<file path="src/rtl/lvds_ser_pkg.sv">
// Shared constants and helpers for the LVDS lane serializer.
// Assumes the widest gear is 14 bits and the narrow gear is 7 bits.
package lvds_ser_pkg;

    localparam int MAX_GEAR = 14;
    localparam int MIN_GEAR = 7;
    localparam int IDX_W    = $clog2(MAX_GEAR);

    localparam logic [MAX_GEAR-1:0] CLK_PAT_WIDE   = 14'b11000111100011;
    localparam logic [MIN_GEAR-1:0] CLK_PAT_NARROW = 7'b1100011;

    typedef enum logic {
        GEAR_7  = 1'b0,
        GEAR_14 = 1'b1
    } gear_e;

    // Number of bits per lane per pixel period for a gear.
    function automatic int gear_bits(gear_e g);
        return (g == GEAR_14) ? MAX_GEAR : MIN_GEAR;
    endfunction

    // Number of bit clocks the pixel clock stays high (rounded up half).
    function automatic int gear_high(gear_e g);
        return (gear_bits(g) + 1) / 2;
    endfunction

endpackage

</file>
<file path="src/rtl/lvds_rst_seq.sv">
// Reset sequencer: synchronizes the release of an asynchronous active-low
// reset with two flops, then waits WAIT_CYCLES bit clocks before raising
// ready. Assertion of rst_n propagates to every output at once.
// Assumes rst_n may change at any time relative to clk.
module lvds_rst_seq #(
    parameter int WAIT_CYCLES = 16
) (
    input  logic clk,
    input  logic rst_n,
    output logic srst_n,
    output logic ready
);
    localparam int CW = $clog2(WAIT_CYCLES + 1);

    logic           sync_a_q;
    logic           sync_b_q;
    logic [CW-1:0]  wait_q;
    logic           ready_q;

    // Two-stage release synchronizer with asynchronous assertion.
    always_ff @(posedge clk or negedge rst_n) begin
        if (!rst_n) begin
            sync_a_q <= 1'b0;
            sync_b_q <= 1'b0;
        end else begin
            sync_a_q <= 1'b1;
            sync_b_q <= sync_a_q;
        end
    end

    // Wait counter that raises ready after the fixed settling window.
    always_ff @(posedge clk or negedge sync_b_q) begin
        if (!sync_b_q) begin
            wait_q  <= '0;
            ready_q <= 1'b0;
        end else if (!ready_q) begin
            if (wait_q == CW'(WAIT_CYCLES - 1)) begin
                ready_q <= 1'b1;
            end
            wait_q <= wait_q + 1'b1;
        end
    end

    assign srst_n = sync_b_q;
    assign ready  = ready_q;

endmodule

</file>
<file path="src/rtl/lvds_frame_ctrl.sv">
// Word framing: latches the gear while not ready, keeps the bit index
// within a word, issues the load strobe and produces the divided pixel
// clock. Assumes ready is low whenever srst_n is low.
module lvds_frame_ctrl
    import lvds_ser_pkg::*;
(
    input  logic  clk,
    input  logic  srst_n,
    input  logic  ready,
    input  logic  gear_sel,
    output gear_e gear_q,
    output logic  load,
    output logic  pix_clk
);
    logic [IDX_W-1:0] idx_q;
    logic [IDX_W-1:0] last_idx;
    logic [IDX_W-1:0] high_len;
    logic [IDX_W-1:0] idx_inc;
    logic             pix_q;

    assign last_idx = IDX_W'(gear_bits(gear_q) - 1);
    assign high_len = IDX_W'(gear_high(gear_q));
    assign idx_inc  = idx_q + 1'b1;
    assign load     = ready && (idx_q >= last_idx);

    // Capture the gear only during the reset sequence.
    always_ff @(posedge clk or negedge srst_n) begin
        if (!srst_n) begin
            gear_q <= GEAR_7;
        end else if (!ready) begin
            gear_q <= gear_e'(gear_sel);
        end
    end

    // Bit index within the current word; parked at the top so the first
    // ready cycle loads a word.
    always_ff @(posedge clk or negedge srst_n) begin
        if (!srst_n) begin
            idx_q <= IDX_W'(MAX_GEAR - 1);
        end else if (!ready) begin
            idx_q <= IDX_W'(MAX_GEAR - 1);
        end else if (load) begin
            idx_q <= '0;
        end else begin
            idx_q <= idx_inc;
        end
    end

    // Registered divided clock, high for the first half of each word.
    always_ff @(posedge clk or negedge srst_n) begin
        if (!srst_n) begin
            pix_q <= 1'b0;
        end else if (!ready) begin
            pix_q <= 1'b0;
        end else if (load) begin
            pix_q <= 1'b1;
        end else begin
            pix_q <= (idx_inc < high_len);
        end
    end

    assign pix_clk = pix_q;

endmodule

</file>
<file path="src/rtl/lvds_lane_shift.sv">
// One serial lane: loads an MSB-aligned word on the load strobe and shifts
// it out most significant bit first, filling with zeros.
// Assumes the word is already aligned to the top of the register.
module lvds_lane_shift #(
    parameter int WIDTH = 14
) (
    input  logic             clk,
    input  logic             srst_n,
    input  logic             load,
    input  logic [WIDTH-1:0] word,
    output logic             ser
);
    logic [WIDTH-1:0] sh_q;

    // Parallel load or left shift of the lane register.
    always_ff @(posedge clk or negedge srst_n) begin
        if (!srst_n) begin
            sh_q <= '0;
        end else if (load) begin
            sh_q <= word;
        end else begin
            sh_q <= {sh_q[WIDTH-2:0], 1'b0};
        end
    end

    assign ser = sh_q[WIDTH-1];

endmodule

</file>
<file path="src/rtl/lvds_serializer_top.sv">
// LVDS lane serializer top: reset sequencing, word framing, one shift lane
// per data lane and one for the forwarded clock pattern.
// Assumes lane_data is stable at each edge where pix_clk rises.
module lvds_serializer_top
    import lvds_ser_pkg::*;
#(
    parameter int NUM_LANES   = 4,
    parameter int WAIT_CYCLES = 16
) (
    input  logic                          clk_bit,
    input  logic                          rst_n,
    input  logic                          gear_sel,
    input  logic [NUM_LANES*MAX_GEAR-1:0] lane_data,
    output logic [NUM_LANES-1:0]          ser_data,
    output logic                          ser_clk,
    output logic                          pix_clk,
    output logic                          ready
);
    localparam int PAD = MAX_GEAR - MIN_GEAR;

    logic               srst_n;
    logic               ready_i;
    logic               load;
    gear_e              gear_q;
    logic [MAX_GEAR-1:0] clk_word;

    lvds_rst_seq #(
        .WAIT_CYCLES(WAIT_CYCLES)
    ) i_rst_seq (
        .clk   (clk_bit),
        .rst_n (rst_n),
        .srst_n(srst_n),
        .ready (ready_i)
    );

    lvds_frame_ctrl i_frame (
        .clk     (clk_bit),
        .srst_n  (srst_n),
        .ready   (ready_i),
        .gear_sel(gear_sel),
        .gear_q  (gear_q),
        .load    (load),
        .pix_clk (pix_clk)
    );

    // Clock lane pattern aligned to the top of the shift register.
    always_comb begin
        if (gear_q == GEAR_14) begin
            clk_word = CLK_PAT_WIDE;
        end else begin
            clk_word = {CLK_PAT_NARROW, {PAD{1'b0}}};
        end
    end

    lvds_lane_shift #(
        .WIDTH(MAX_GEAR)
    ) i_clk_lane (
        .clk   (clk_bit),
        .srst_n(srst_n),
        .load  (load),
        .word  (clk_word),
        .ser   (ser_clk)
    );

    for (genvar gi = 0; gi < NUM_LANES; gi++) begin : g_lane
        logic [MAX_GEAR-1:0] slice;
        logic [MAX_GEAR-1:0] aligned;

        assign slice = lane_data[gi*MAX_GEAR +: MAX_GEAR];

        // Align the used bits of the slice to the shift register top.
        always_comb begin
            if (gear_q == GEAR_14) begin
                aligned = slice;
            end else begin
                aligned = {slice[MIN_GEAR-1:0], {PAD{1'b0}}};
            end
        end

        lvds_lane_shift #(
            .WIDTH(MAX_GEAR)
        ) i_lane (
            .clk   (clk_bit),
            .srst_n(srst_n),
            .load  (load),
            .word  (aligned),
            .ser   (ser_data[gi])
        );
    end

    assign ready = ready_i;

endmodule

</file>
<file path="config.mk">
export PLATFORM = sky130hd
export DESIGN_NAME = lvds_serializer_top
export DESIGN_NICKNAME = d
export VERILOG_FILES = /design/src/rtl/lvds_ser_pkg.sv /design/src/rtl/lvds_rst_seq.sv /design/src/rtl/lvds_frame_ctrl.sv /design/src/rtl/lvds_lane_shift.sv /design/src/rtl/lvds_serializer_top.sv
export SDC_FILE = /design/constraint.sdc
export NUM_CORES = 1
export LEC_CHECK = 0
export BUFFER_PORTS_ARGS = -buffer_cell sky130_fd_sc_hd__buf_2
export CAP_MARGIN = 20
export CORE_MARGIN = 2
export CORE_UTILIZATION = 35
export CTS_CLUSTER_DIAMETER = 120
export DETAILED_ROUTE_END_ITERATION = 7
export HOLD_SLACK_MARGIN = 0.15
export SETUP_SLACK_MARGIN = 0.3
export SYNTH_ARGS = -nofsm -noshare
export SYNTH_HDL_FRONTEND = slang
export SYNTH_HIERARCHICAL = 1
export SYNTH_SLANG_ARGS = --single-unit
</file>
<file path="constraint.sdc">
create_clock -name clk_bit -period 3 [get_ports clk_bit]
set_input_delay 0 -clock clk_bit [delete_from_list [all_inputs] [get_ports clk_bit]]
set_output_delay 0 -clock clk_bit [all_outputs]
set_load 0.02 [all_outputs]
</file>
==> impl_metrics.toml <==
[status]
status = "complete, no violations"

[drt]
drc = 0
wl_mm = 7.177
routed-via-count = 2456
drt_iter0_markers = 132
wl_per_cell_microns = 12.77
firstDrtPassIters = 4
via_per_inst = 4.370
ant_nets = 0

[logic_synthesis]
synth_cell_type_count = 30
ys_ff_latch = 84
synthSimpleGateAreaFrac_pct = 7.542
synthMuxAreaShare_pct = 29.24
synth_top_family_by_area = "multiplexers"
synth_xor_area_share_pct = 1.310
yosys-top-cells-area = "dfrtp_1 52%, mux2_2 22%, mux2_4 7.7%, and2_1 4.6%, ha_1 2.6%"
synthAdderAreaFrac_pct = 2.557
synth-edff-count = 0
ys_seq_area_share_pct = 53.79
synth_cells = 264
syn_avg_cell_area_sq_um = 14.83
ys.flop_type = "dfrtp_1"
synth_warnings = 6
synth_common_cells = "81 x dfrtp_1, 75 x mux2_2, 29 x and2_1"
synth_compound_area_share_pct = 1.758
synth_top_cell_by_area = "dfrtp_1"
synthMostInstantiatedCell = "dfrtp_1"
async_flop_share_pct = 100.0
syn-cell-area_sq_um = 3915
synth.top_cell.area_share_pct = 51.77

[floorplanning]
fp.dieH_microns = 109.8
die_w_microns = 109.8
initial_utilization_pct = 35.96
core_sq_um = 10890
pin_count = 66
dieArea_sq_um = 12050
rows = 38

[grt]
grt_pass1_wl_mm = 11.78
grt.total_usage_pct = 12.82
grt_pass1_vias = 2541
grt_max_degree = 33
antenna_found_initial = 0
overflow = 0

[clocking]
clockBufferDepth = 2
clk_pin_slew_worst_paths_ns = 0.08
clk_root_buffer_cell = "clkbuf_8"
cts_tree = "yes"
ctsHtreeMaxLevel = 3
insertion_delay_ns = 0.36
cts_buffers = 9
post_cts_resized = 0
clock_sinks = 84

[pwr]
p_comb_share_pct = 32.5
p_int_mw = 2.776
p_per_area_nw_per_um2 = 712.5
p_total_mw = 3.820
ir_drop_mv = 0.2802
clock_power_share_pct = 23.3
p_leak_nw = 2.567
seqPwrFrac_pct = 44.2
switching_share_pct = 27.33
p_sw_mw = 1.044

[finish]
area_delta_synth_final_pct = 36.94
nets = 484
final_layout_size_suffix_gt1_share_pct = 47.16
diodes = 0
finalNonFillerCells = 562
final_util_pct = 49.24
fill_cells = 944

[worst_setup_path]
worst-path-buf-inv = 2
crit_family = "simple AND/OR/NAND/NOR gates"
worstSetupPathType = "register to register"
cpMaxStageDelayCell = "dfstp_2"
worst-r2r-cell-count = 8
cp_data_arrival_time_ns = 2.70
cp.required_ns = 3.23
critPathLaunchType = "register"
worstSetupEndpointType = "register"
worst-path-max-fanout = 27
cpPeakStageDelay_ns = 0.58
cp.depth = 8
crit_chain = "inv_1 -> ha_1 -> nand2b_4 -> a21oi_4 -> o21bai_4 -> and2_2 -> buf_12 -> mux2_2"

[timing]
clock_skew_ns = 0.01366
clock.fmax_mhz = 405.4
finalMaxSlewViolations = 0
fin_hold_ws_ns = 0.2594
fin_setup_tns_ns = 0
rsz0062_at_grt = "no"
period_share_pct = 82.22
period_minus_slack_ns = 2.467
hold_violations = 0
finalSetupViolCount = 0

[hold_path]
hold_path.class = "register to async pin"

[placed_design]
hpwl_mm = 4.348
dp_cells = 472
gp_congestion = 0.7184
portBuffers = 65

[job]
max_cap_violations = 0
[layout by cell type (no fill, tap or decap), types with 2 or more instances in the layout]
cell type,synthesis,routed
dfrtp_1,81,79
mux2_2,75,75
dlygate4sd3_1,0,74
buf_2,2,65
and2_1,29,28
mux2_4,20,20
conb_1,3,11
clkbuf_8,0,9
ha_1,8,8
and2_2,5,6
inv_1,4,4
xnor2_1,4,4
buf_4,0,4
inv_6,0,3
o21ai_1,3,3
nand2_1,3,3
dfstp_2,3,3
bufinv_16,0,2
nor2_1,2,2
buf_12,2,2
[worst paths after layout]
check / from / slack (ns) / endpoint
min in group clk_bit: i_rst_seq/sync_a_q / 0.36 / i_rst_seq/srst_n
hold / removal: i_rst_seq/srst_n / 0.26 / i_frame/pix_clk
setup reg to reg: i_frame/idx_q[0] / 0.53 / g_lane[2].i_lane/sh_q[6]
hold reg to reg: i_rst_seq/srst_n / 0.26 / i_frame/pix_clk
max in group asynchronous: i_rst_seq/srst_n / 2.01 / g_lane[0].i_lane/sh_q[0]
setup / recovery: i_frame/idx_q[0] / 0.53 / g_lane[2].i_lane/sh_q[6]
[metrics by stage]
stage	cell area, sq um	setup WS [ns]
final	5361	0.5333
after global routing	5361	0.4143
after CTS	5361	0.5189
after detailed placement	4399	0.5401
after global placement	4399	0.5738
after floorplan	3945	0.4320
[area by class of cell]
| cell class | count | area [sq um] | share of cell area [%] |
|---|---|---|---|
| Clock inverter | 6 | 93.84 | 1.750 |
| Tap cell | 140 | 175.2 | 3.267 |
| Inverter | 4 | 15.01 | 0.2800 |
| Multi-Input combinational cell | 173 | 1703 | 31.76 |
| Timing Repair Buffer | 145 | 1136 | 21.19 |
| Clock buffer | 10 | 127.6 | 2.380 |
| Sequential cell | 84 | 2111 | 39.37 |
[sequential cells by signal (all words and copies together) (netlist names)]
register / flops
g_lane.i_lane/sh_q: 56
i_clk_lane/sh_q: 14
i_rst_seq/ready: 1
i_rst_seq/sync_a_q: 1
i_frame/gear_q: 1
i_frame/pix_clk: 1
i_rst_seq/srst_n: 1
i_rst_seq/wait_q: 5
i_frame/idx_q: 4
[repair_timing]
action                                 in CTS  in global routing
hold buffers                               74                  0
setup buffers                               0                  0
endpoints found under the hold margin      59                  0
[logic make-up (layout without fill, tap and decap cells)]
| kind of cell | count (synthesis) | after routing |
|---|---|---|
| adders and majority gates | 8 | 8 |
| DFF | 84 | 84 |
| muxes | 95 | 95 |
| other | 3 | 11 |
| xor gates and xnor gates | 5 | 5 |
| buffers and inverters | 15 | 165 |
| AOI/OAI and AO/OA | 8 | 8 |
| and+or+nand+nor | 46 | 46 |
[routing by layer]
metal | track usage, % | part of all wire [%] | up-vias
met4 | 4.340 | 1.4 | 0
met5 | 0 | 0 | -
li1 | - | - | 1199
met3 | 3.734 | 4.1 | 12
met1 | 15.93 | 46 | 1199
met2 | 21.34 | 48 | 46
[power by group through the flow]
stage	logic [mW]	registers, mW	clock network (mW)
2_1_floorplan	0.903	1.73	0
3_3_place_gp	1.14	1.71	0
3_5_place_dp	1.16	1.72	0
4_1_cts	1.25	1.70	0.931
5_1_grt	1.36	1.73	0.986
6_report	1.24	1.69	0.891
Note: power is estimated with default switching activity, not from simulation.
